==> src/rtl/br_pkg.sv <==
package br_pkg;
    typedef enum logic [1:0] {
        BK_NONE = 2'b00,
        BK_EQ   = 2'b01,
        BK_NE   = 2'b10,
        BK_RSVD = 2'b11
    } br_kind_e;

    typedef enum logic {
        IL_RUN  = 1'b0,
        IL_HOLD = 1'b1
    } il_state_e;

    function automatic logic is_cond_branch(input br_kind_e k);
        return (k == BK_EQ) || (k == BK_NE);
    endfunction
endpackage

==> src/rtl/br_target_adder.sv <==
module br_target_adder #(
    parameter int XLEN  = 32,
    parameter int IMM_W = 16,
    parameter int SHIFT = 2
) (
    input  logic [XLEN-1:0]  pc,
    input  logic [IMM_W-1:0] imm,
    output logic [XLEN-1:0]  target
);
    localparam int EXT_W       = XLEN - IMM_W - SHIFT;
    localparam int INSTR_BYTES = 1 << SHIFT;

    logic [XLEN-1:0] offset;
    logic [XLEN-1:0] seq_pc;

    always_comb begin
        offset = {{EXT_W{imm[IMM_W-1]}}, imm, {SHIFT{1'b0}}};
        seq_pc = pc + XLEN'(INSTR_BYTES);
        target = seq_pc + offset;
    end
endmodule

==> src/rtl/br_operand_bypass.sv <==
module br_operand_bypass #(
    parameter int XLEN   = 32,
    parameter int REG_AW = 5
) (
    input  logic [REG_AW-1:0] src_idx,
    input  logic [XLEN-1:0]   rf_val,
    input  logic              wb_we,
    input  logic [REG_AW-1:0] wb_idx,
    input  logic [XLEN-1:0]   wb_data,
    output logic [XLEN-1:0]   src_val
);
    logic hit;

    always_comb begin
        hit     = wb_we && (wb_idx == src_idx) && (src_idx != '0);
        src_val = hit ? wb_data : rf_val;
    end
endmodule

==> src/rtl/br_condition_cmp.sv <==
module br_condition_cmp
    import br_pkg::*;
#(
    parameter int XLEN = 32
) (
    input  br_kind_e        kind,
    input  logic [XLEN-1:0] op_a,
    input  logic [XLEN-1:0] op_b,
    output logic            cond_met
);
    logic differ;

    always_comb begin
        differ = |(op_a ^ op_b);
        unique case (kind)
            BK_EQ:   cond_met = !differ;
            BK_NE:   cond_met = differ;
            default: cond_met = 1'b0;
        endcase
    end
endmodule

==> src/rtl/br_interlock_fsm.sv <==
module br_interlock_fsm
    import br_pkg::*;
#(
    parameter int REG_AW = 5
) (
    input  logic              clk,
    input  logic              rst_n,
    input  logic              br_active,
    input  logic [REG_AW-1:0] rs_idx,
    input  logic [REG_AW-1:0] rt_idx,
    input  logic              ex_alu_wr,
    input  logic [REG_AW-1:0] ex_rd_idx,
    output logic              stall
);
    il_state_e state_q, state_d;
    logic      dep_rs, dep_rt, hazard;

    always_comb begin
        dep_rs = ex_alu_wr && (ex_rd_idx != '0) && (ex_rd_idx == rs_idx);
        dep_rt = ex_alu_wr && (ex_rd_idx != '0) && (ex_rd_idx == rt_idx);
        hazard = br_active && (dep_rs || dep_rt);
    end

    always_ff @(posedge clk) begin
        if (!rst_n) state_q <= IL_RUN;
        else        state_q <= state_d;
    end

    always_comb begin
        unique case (state_q)
            IL_RUN:  state_d = hazard ? IL_HOLD : IL_RUN;
            IL_HOLD: state_d = IL_RUN;
            default: state_d = IL_RUN;
        endcase
    end

    always_comb begin
        unique case (state_q)
            IL_RUN:  stall = hazard;
            IL_HOLD: stall = 1'b0;
            default: stall = 1'b0;
        endcase
    end

    AST_STALL_SINGLE: assert property (@(posedge clk) disable iff (!rst_n)
        stall |=> !stall);
    AST_HOLD_AFTER_STALL: assert property (@(posedge clk) disable iff (!rst_n)
        (state_q == IL_HOLD) |-> $past(stall));
    AST_ZERO_DEST_FREE: assert property (@(posedge clk) disable iff (!rst_n)
        (ex_rd_idx == '0) |-> !stall);
endmodule

==> src/rtl/id_branch_resolver.sv <==
module id_branch_resolver
    import br_pkg::*;
#(
    parameter int XLEN   = 32,
    parameter int IMM_W  = 16,
    parameter int REG_AW = 5
) (
    input  logic              clk,
    input  logic              rst_n,
    input  logic              id_valid,
    input  logic [1:0]        id_br_kind,
    input  logic [XLEN-1:0]   id_pc,
    input  logic [IMM_W-1:0]  id_imm,
    input  logic [REG_AW-1:0] id_rs_idx,
    input  logic [REG_AW-1:0] id_rt_idx,
    input  logic [XLEN-1:0]   rf_rs_data,
    input  logic [XLEN-1:0]   rf_rt_data,
    input  logic              wb_we,
    input  logic [REG_AW-1:0] wb_idx,
    input  logic [XLEN-1:0]   wb_data,
    input  logic              ex_alu_wr,
    input  logic [REG_AW-1:0] ex_rd_idx,
    output logic              br_taken,
    output logic [XLEN-1:0]   br_target,
    output logic              pc_sel_branch,
    output logic              if_flush,
    output logic              id_stall,
    output logic              idex_bubble,
    output logic              pc_hold,
    output logic              ifid_hold
);
    localparam int NSRC = 2;

    br_kind_e          kind;
    logic              br_active;
    logic              cond_met;
    logic              stall;
    logic [REG_AW-1:0] src_idx [NSRC];
    logic [XLEN-1:0]   src_rf  [NSRC];
    logic [XLEN-1:0]   src_val [NSRC];

    always_comb begin
        kind       = br_kind_e'(id_br_kind);
        br_active  = id_valid && is_cond_branch(kind);
        src_idx[0] = id_rs_idx;
        src_idx[1] = id_rt_idx;
        src_rf[0]  = rf_rs_data;
        src_rf[1]  = rf_rt_data;
    end

    br_target_adder #(.XLEN(XLEN), .IMM_W(IMM_W), .SHIFT(2)) u_adder (
        .pc     (id_pc),
        .imm    (id_imm),
        .target (br_target)
    );

    for (genvar gi = 0; gi < NSRC; gi++) begin : g_src
        br_operand_bypass #(.XLEN(XLEN), .REG_AW(REG_AW)) u_byp (
            .src_idx (src_idx[gi]),
            .rf_val  (src_rf[gi]),
            .wb_we   (wb_we),
            .wb_idx  (wb_idx),
            .wb_data (wb_data),
            .src_val (src_val[gi])
        );
    end

    br_condition_cmp #(.XLEN(XLEN)) u_cmp (
        .kind     (kind),
        .op_a     (src_val[0]),
        .op_b     (src_val[1]),
        .cond_met (cond_met)
    );

    br_interlock_fsm #(.REG_AW(REG_AW)) u_ilk (
        .clk       (clk),
        .rst_n     (rst_n),
        .br_active (br_active),
        .rs_idx    (id_rs_idx),
        .rt_idx    (id_rt_idx),
        .ex_alu_wr (ex_alu_wr),
        .ex_rd_idx (ex_rd_idx),
        .stall     (stall)
    );

    always_comb begin
        br_taken      = br_active && !stall && cond_met;
        pc_sel_branch = br_taken;
        if_flush      = br_taken;
        id_stall      = stall;
        idex_bubble   = stall;
        pc_hold       = stall;
        ifid_hold     = stall;
    end

    AST_NO_TAKE_IN_STALL: assert property (@(posedge clk) disable iff (!rst_n)
        id_stall |-> !br_taken);
    AST_FLUSH_NEEDS_BRANCH: assert property (@(posedge clk) disable iff (!rst_n)
        if_flush |-> (id_valid && (id_br_kind == 2'b01 || id_br_kind == 2'b10)));
    AST_EQ_TAKEN_EQUAL: assert property (@(posedge clk) disable iff (!rst_n)
        (br_taken && kind == BK_EQ) |-> (src_val[0] == src_val[1]));
    AST_NE_TAKEN_DIFFER: assert property (@(posedge clk) disable iff (!rst_n)
        (br_taken && kind == BK_NE) |-> (src_val[0] != src_val[1]));
    AST_BYPASS_RS: assert property (@(posedge clk) disable iff (!rst_n)
        (wb_we && wb_idx == id_rs_idx && id_rs_idx != '0) |-> (src_val[0] == wb_data));
    AST_ZERO_NOT_BYPASSED: assert property (@(posedge clk) disable iff (!rst_n)
        (id_rt_idx == '0) |-> (src_val[1] == rf_rt_data));
endmodule

==> config.mk <==
export PLATFORM = sky130hd
export DESIGN_NAME = id_branch_resolver
export DESIGN_NICKNAME = d
export VERILOG_FILES = /design/src/rtl/br_pkg.sv /design/src/rtl/br_target_adder.sv /design/src/rtl/br_operand_bypass.sv /design/src/rtl/br_condition_cmp.sv /design/src/rtl/br_interlock_fsm.sv /design/src/rtl/id_branch_resolver.sv
export SDC_FILE = /design/constraint.sdc
export NUM_CORES = 1
export LEC_CHECK = 0
export ABC_AREA = 1
export BUFFER_PORTS_ARGS = -buffer_cell sky130_fd_sc_hd__buf_2
export CAP_MARGIN = 40
export CORE_MARGIN = 8
export CORE_UTILIZATION = 54
export DETAILED_ROUTE_END_ITERATION = 10
export GPL_TIMING_DRIVEN = 0
export PLACE_DENSITY_LB_ADDON = 0.15
export SLEW_MARGIN = 20
export SYNTH_ARGS = -nofsm -noshare
export SYNTH_HDL_FRONTEND = slang
export SYNTH_HIERARCHICAL = 1
export SYNTH_SLANG_ARGS = --single-unit
export TNS_END_PERCENT = 10
==> constraint.sdc <==
create_clock -name clk -period 4.65 [get_ports clk]
set_clock_uncertainty 0.1 [all_clocks]
set_input_delay 0.93 -clock clk [delete_from_list [all_inputs] [get_ports clk]]
set_output_delay 0.93 -clock clk [all_outputs]
set_load 0.02 [all_outputs]
==> results of run 1 <==
worst max-delay path, delay by kind of cell:
family                    cells  cell delay (ps)
buffers and inverters         5              650
and+or+nand+nor              12             1380
xor gates and xnor gates      1              130
AOI/OAI and AO/OA             1              110
cell type report:
class / instances / area share (%)
Inverter: 147 / 9.24
Buffer: 25 / 4.27
Multi-Input combinational cell: 749 / 66.5
Sequential cell: 1 / 0.335
Antenna cell: 2 / 0.0838
Tap cell: 108 / 2.26
Timing Repair Buffer: 207 / 17.3
metrics by stage:
stage / instances / util [%] / cell area, µm² / power (W)
floorplan: 922 / - / 4800 / 0.000545
global placement: 1237 / 68.8 / 5970 / 0.000788
detailed placement: 1237 / 68.8 / 5970 / 0.000796
CTS: 1237 / 68.8 / 5970 / 0.000800
global route: 1237 / 68.8 / 5970 / 0.000889
finish: 1239 / 68.8 / 5970 / 0.000799
cells by family after synthesis:
logic type / share of synthesized area (%)
and+or+nand+nor: 56.3
buffers and inverters: 16.8
adders and majority gates: 15.3
xor gates and xnor gates: 8.58
AOI/OAI and AO/OA: 2.61
DFF: 0.417
where the power goes:
group | switching (W) | internal, W
Clock | 0 | 0.0000000000577
Combinational | 0.000488 | 0.000302
Sequential | 0.0000000172 | 0.00000883
layer usage:
metal | global-route usage, % | routed length [µm] | vias to the layer above
li1 | - | - | 3239
met5 | 0 | 0 | -
met2 | 40.2 | 6900 | 195
met3 | 1.92 | 1300 | 12
met4 | 3.71 | 148 | 0
met1 | 29.8 | 6670 | 2576
layout by cell type, fill, tap and decap left out, types with 6 or more instances in the layout:
cell / count
xnor2_1: 33
nor2_2: 12
nand2_1: 416
nand2_2: 18
a21oi_1: 17
inv_1: 145
buf_6: 18
nand4_1: 6
ha_1: 57
buf_2: 207
nand3_1: 96
xor2_1: 14
buf_4: 7
nor2_1: 54
Yosys cell counts (all sizes together) (10+ instances only):
master and number:
nand3 101, buf 25, xor2 14, xnor2 33, nor2 69, a21oi 17, nand4 10, ha 57
inv 147, nand2 436
how the worst max path moves through the flow:
| stage | from | endpoint | slack [ps] | cells past startpoint |
|---|---|---|---|---|
| final | wb_idx[1] | if_flush | 400 | 19 |
| after global routing | wb_idx[1] | if_flush | 120 | 19 |
| after CTS | id_rt_idx[3] | if_flush | 390 | 20 |
| after detailed placement | id_rt_idx[3] | if_flush | 400 | 20 |
| after global placement | wb_idx[1] | pc_sel_branch | 450 | 19 |
| after floorplan | wb_idx[4] | if_flush | 750 | 18 |
==> metrics, run 1 <==
Worst EP required=3620 ps; critical setup path kind=in -> out; Die ar.=12200 µm²; DR vias=6022; sequential share of the synthesized area=0.417%; vias in the first global route=5392; Setup crit end kind=output pin; Hold EP=u_ilk/state_q; Synth Register Bits=1; Post-Syn Area=4800 µm²; First-pass DRT Iterations=5; setup TNS=0 ps; leak pwr=4.00 nW; Core Area=8680 µm²; count of cell types in the netlist=29; post-synth top area cell=nand2_1; via/cell ratio=4.86; nature of the critical path startpoint=input port; DRC Markers=0; asr flop ratio synth=0%; area taken by multi-input logic gates=3970 µm²; Post-CTS Hold Buffers=0; first-pass GRT wire length=23500 µm; fill cell count=885; Largest regs=u_ilk/state_q: 1 flops; worst endpoint data arrival time=3220 ps; most used cell, CP=nand2_1; Hold Slack=491 ps; post-DR wirelength/cell=12.1 µm; Slew HR=79.3%; setup bufs post-CTS=0; period utilization=91.5%; Starting Density=55.3%; MaxCap Viol Count=0; final setup fails=0; row count=34; status=finished, final reports clean; reg2reg path depth=5; clock-pin slew on the worst setup and hold paths=0 ps; Peak VDD IR=119 µV; Most flops, register=u_ilk/state_q; Post-synth EDFFs=0; Worst path slowest cell=nor2_4; hold crit path type=reg -> reg; ys flop type=dfxtp_1; fin nets=1360; Worst-Margin Slew=310 ps; Yosys top cell area share=32.5%; CP Cell Sequence=buf_2 > inv_1 > a21boi_1 > nand3_1 > nor2_4 > buf_6 > nand3_1 > nand2_1 > xnor2_1 > nand2_1 > nor2_1 > nand2_1 > nor2_2 > nand3_1 > nand2_1 > nand2_1 > nor3_2 > buf_4 > buf_2; area delta synth->final=24.5%; Post-Route WL=15000 µm; Final Critical Period=4250 ps; quantity of gates resized following cts=0; worst min-delay path startpoint=u_ilk/state_q; gr ovfl total=0; IO Count=210; largest net degree at the start of global routing=16; Synthesis Warnings=6; Die Width=110 µm; initial antenna violation count=0; All-Layer GR Usage=22.8%; hpwl dp=13300 µm; RePlAce Congestion=0.926; Max Slew Vio Count=0; reg2reg end=u_ilk/state_q; later-pin clock latency in the skew report=0 ps; Net Count, Synth=1151; worst hold stages=5; Placement Setup Slack=403 ps; Critical Path Max Stage Delay=200 ps; Storage cell area=20.0 µm²; RSZ-0062 raised after global routing=false; initial drt markers=361; Fin. Hold Viols=0; Crit Reg-Reg Startpoint=u_ilk/state_q; PortBufs=207; top post-synthesis cells by area=nand2_1 33%, ha_1 15%, inv_1 11%, nand3_1 10%, xnor2_1 6.0%; post-route ant nets=0; Die H=110 µm; worst setup margin=397 ps; Largest register FFs=1; R2R Setup Slk=3890 ps; pwr dens=134 nW/µm²; Synth Area per Inst=5.20 µm²; share of cells above drive strength 1=25.0%; Mapped Cells=922; worst-path fanout max=10; fmax=235 MHz
(Power assumes the default switching activity.)
==> run 2: changes to the inputs <==
ABC_AREA = unset   (was 1)
BUFFER_PORTS_ARGS = unset   (was -buffer_cell sky130_fd_sc_hd__buf_2)
CORE_UTILIZATION = 65   (was 54)
DONT_BUFFER_PORTS = 1   (was unset)
clock period = 5.2 ns   (was 4.65 ns; I/O delays follow)
==> run 2 against run 1 <==
Compared with the run above: setup slack worse by 190 ps; final area down 35%; global-route usage up 0.53 points; sequential share of layout area up 0.18 points; synthesized cell count down 55%; critical path depth down 7; register-to-register slack better by 560 ps; sequential cell count unchanged; via count down 48%; die area down 30%; total power down 35%; first-iteration DRC count down 61%; critical path type unchanged; highest routed layer unchanged.
==> metrics, run 2 <==
worst min-delay path startpoint=u_ilk/state_q; gr ovfl total=0; commonest non-fill, non-tap cell in the layout=mux2_4; DRC Markers=0; First-pass DRT Iterations=4; Hold Slack=440 ps; Setup crit end kind=output pin; pwr dens=134 nW/µm²; Crit Reg-Reg Startpoint=u_ilk/state_q; IO Count=210; Synth Register Bits=1; Post-synth EDFFs=0; Placement Setup Slack=186 ps; worst endpoint data arrival time=3850 ps; Die ar.=8510 µm²; asr flop ratio synth=0%; Peak VDD IR=74.4 µV; MaxCap Viol Count=0; Critical Path Max Stage Delay=380 ps; period utilization=96.1%; Post-Route WL=10600 µm; Final Instance Count excl. Fillers=491; top post-synthesis cells by area=mux2_4 24%, ha_1 19%, xnor2_1 12%, xor2_1 6.0%, a21oi_1 3.8%; post-route ant nets=0; Worst-Margin Slew=553 ps; ys flop type=dfxtp_1; hold crit path type=reg -> reg; number of diodes=0; post-DR wirelength/cell=21.5 µm; final setup fails=0; initial antenna violation count=0; R2R Setup Slk=4450 ps; Mapped Cells=418; fill cell count=458; Largest regs=u_ilk/state_q: 1 flops; Post-CTS Hold Buffers=0; largest net degree at the start of global routing=16; vias in the first global route=3377; area delta synth->final=2.52%; sequential share of the synthesized area=0.530%; post-synth top area cell=mux2_4; fin nets=650; row count=27; later-pin clock latency in the skew report=0 ps; Die Width=92.2 µm; Fin. Hold Viols=0; Synthesis Warnings=6; reg2reg path depth=2; reg2reg end=u_ilk/state_q; Die H=92.2 µm; placed cell count=490; synth cell count leaders=60 x mux2_4, 57 x ha_1, 53 x xnor2_1, 29 x a21oi_1; via/cell ratio=6.34; dpl cell area=3870 µm²; count of cell types in the netlist=55; status=finished, final reports clean; quantity of gates resized following cts=0; Slew HR=62.9%; RePlAce Congestion=0.898; worst hold stages=2; setup bufs post-CTS=0; commonest cells after routing, fill and taps aside=60 x mux2_4, 57 x ha_1, 53 x xnor2_1, 29 x a21oi_1; CP Cell Sequence=xnor2_1 > nand3_1 > a211oi_4 > buf_6 > mux2_4 > xnor2_1 > nand4_1 > nor4_2 > a21oi_1 > a32o_1 > and4b_1 > buf_4; RSZ-0062 raised after global routing=false; Worst path slowest cell=a211oi_4; fmax=200 MHz; Worst EP required=4060 ps; Largest register FFs=1; Synth Area per Inst=9.04 µm²; most frequent cell after synthesis=mux2_4; most used cell, CP=xnor2_1; Core Area=5570 µm²; Net Count, Synth=647; worst setup margin=205 ps; Most flops, register=u_ilk/state_q; Yosys top cell area share=23.8%; leak pwr=1.65 nW; Max Slew Vio Count=0; nature of the critical path startpoint=input port; Hold EP=u_ilk/state_q; clock-pin slew on the worst setup and hold paths=0 ps; hpwl dp=9560 µm; worst-path fanout max=10; initial drt markers=139; share of cells above drive strength 1=24.8%; first-pass GRT wire length=16700 µm; critical setup path kind=in -> out; Post-Syn Area=3780 µm²; Starting Density=67.8%; All-Layer GR Usage=23.3%; PortBufs=0; DR vias=3113; Final Critical Period=4990 ps; setup TNS=0 ps; Final Instance Area=3870 µm²
-- run 2: cell types whose count changed in the layout (fill, tap and decap cells not counted), sizes merged, moves of 8 or more --
| cell | change |
|---|---|
| inv | -136 |
| xnor2 | +20 |
| a21oi | +12 |
| o21ai | +17 |
| a211oi | +8 |
| nor2 | -46 |
| buf | -216 |
| nand3 | -94 |
| mux2 | +64 |
| nand2 | -410 |
| xor2 | +12 |
-- run 2: worst max path at each step --
| stage | to | slack (ps) | start |
|---|---|---|---|
| 3_3_place_gp | pc_sel_branch | 270 | wb_idx[3] |
| 6_report | if_flush | 210 | wb_idx[0] |
| 2_1_floorplan | if_flush | 610 | wb_idx[3] |
| 4_1_cts | if_flush | 180 | wb_idx[0] |
| 3_5_place_dp | if_flush | 190 | wb_idx[0] |
| 5_1_grt | pc_sel_branch | 4 | id_rt_idx[1] |
-- run 2: per-layer routing --
layer,GRT usage [%],share of wire (%),vias to the layer above
met5,0,0,-
met4,3.49,1.5,0
met3,8.88,11,10
met2,45.1,53,128
met1,23.3,34,1438
li1,-,-,1537
-- run 2: where the power goes --
group	internal [W]	leakage (nW)	total, W	switching, W
clock	0	0	0	0
combinational	0.000205	1.64	0.000511	0.000306
sequential	0.00000788	0.00805	0.00000791	0.0000000285
total	0.000213	1.65	0.000519	0.000306
-- run 2: final cells by class --
class,instances,area [µm²],share of cell area (%)
tap,72,90.1,2.33
buffer,21,188,4.84
inverter,11,41.3,1.07
sequential,1,20.0,0.517
multi-input combinational,385,3530,91.1
timing repair buffer,1,5.00,0.129
-- run 2: stage by stage --
step / power (W) / utilization (%)
floorplan: 0.000448 / -
global placement: 0.000509 / 69.4
detailed placement: 0.000520 / 69.4
CTS: 0.000522 / 69.4
global route: 0.000564 / 69.5
finish: 0.000519 / 69.5
-- run 2: cells by family after synthesis --
| kind of cell | count (synthesis) | synth area share (%) |
|---|---|---|
| xor gates and xnor gates | 79 | 18.3 |
| adders and majority gates | 58 | 19.4 |
| muxes | 65 | 25.3 |
| DFF | 1 | 0.530 |
| and+or+nand+nor | 100 | 14.4 |
| buffers and inverters | 32 | 6.06 |
| AOI/OAI and AO/OA | 83 | 16.0 |
-- run 2: critical path: cells and delay by family --
family	cells	cell delay, ps
mux	1	320
xor+xnor	2	380
compound gates	3	700
simple gates	4	960
buf+inv	2	440
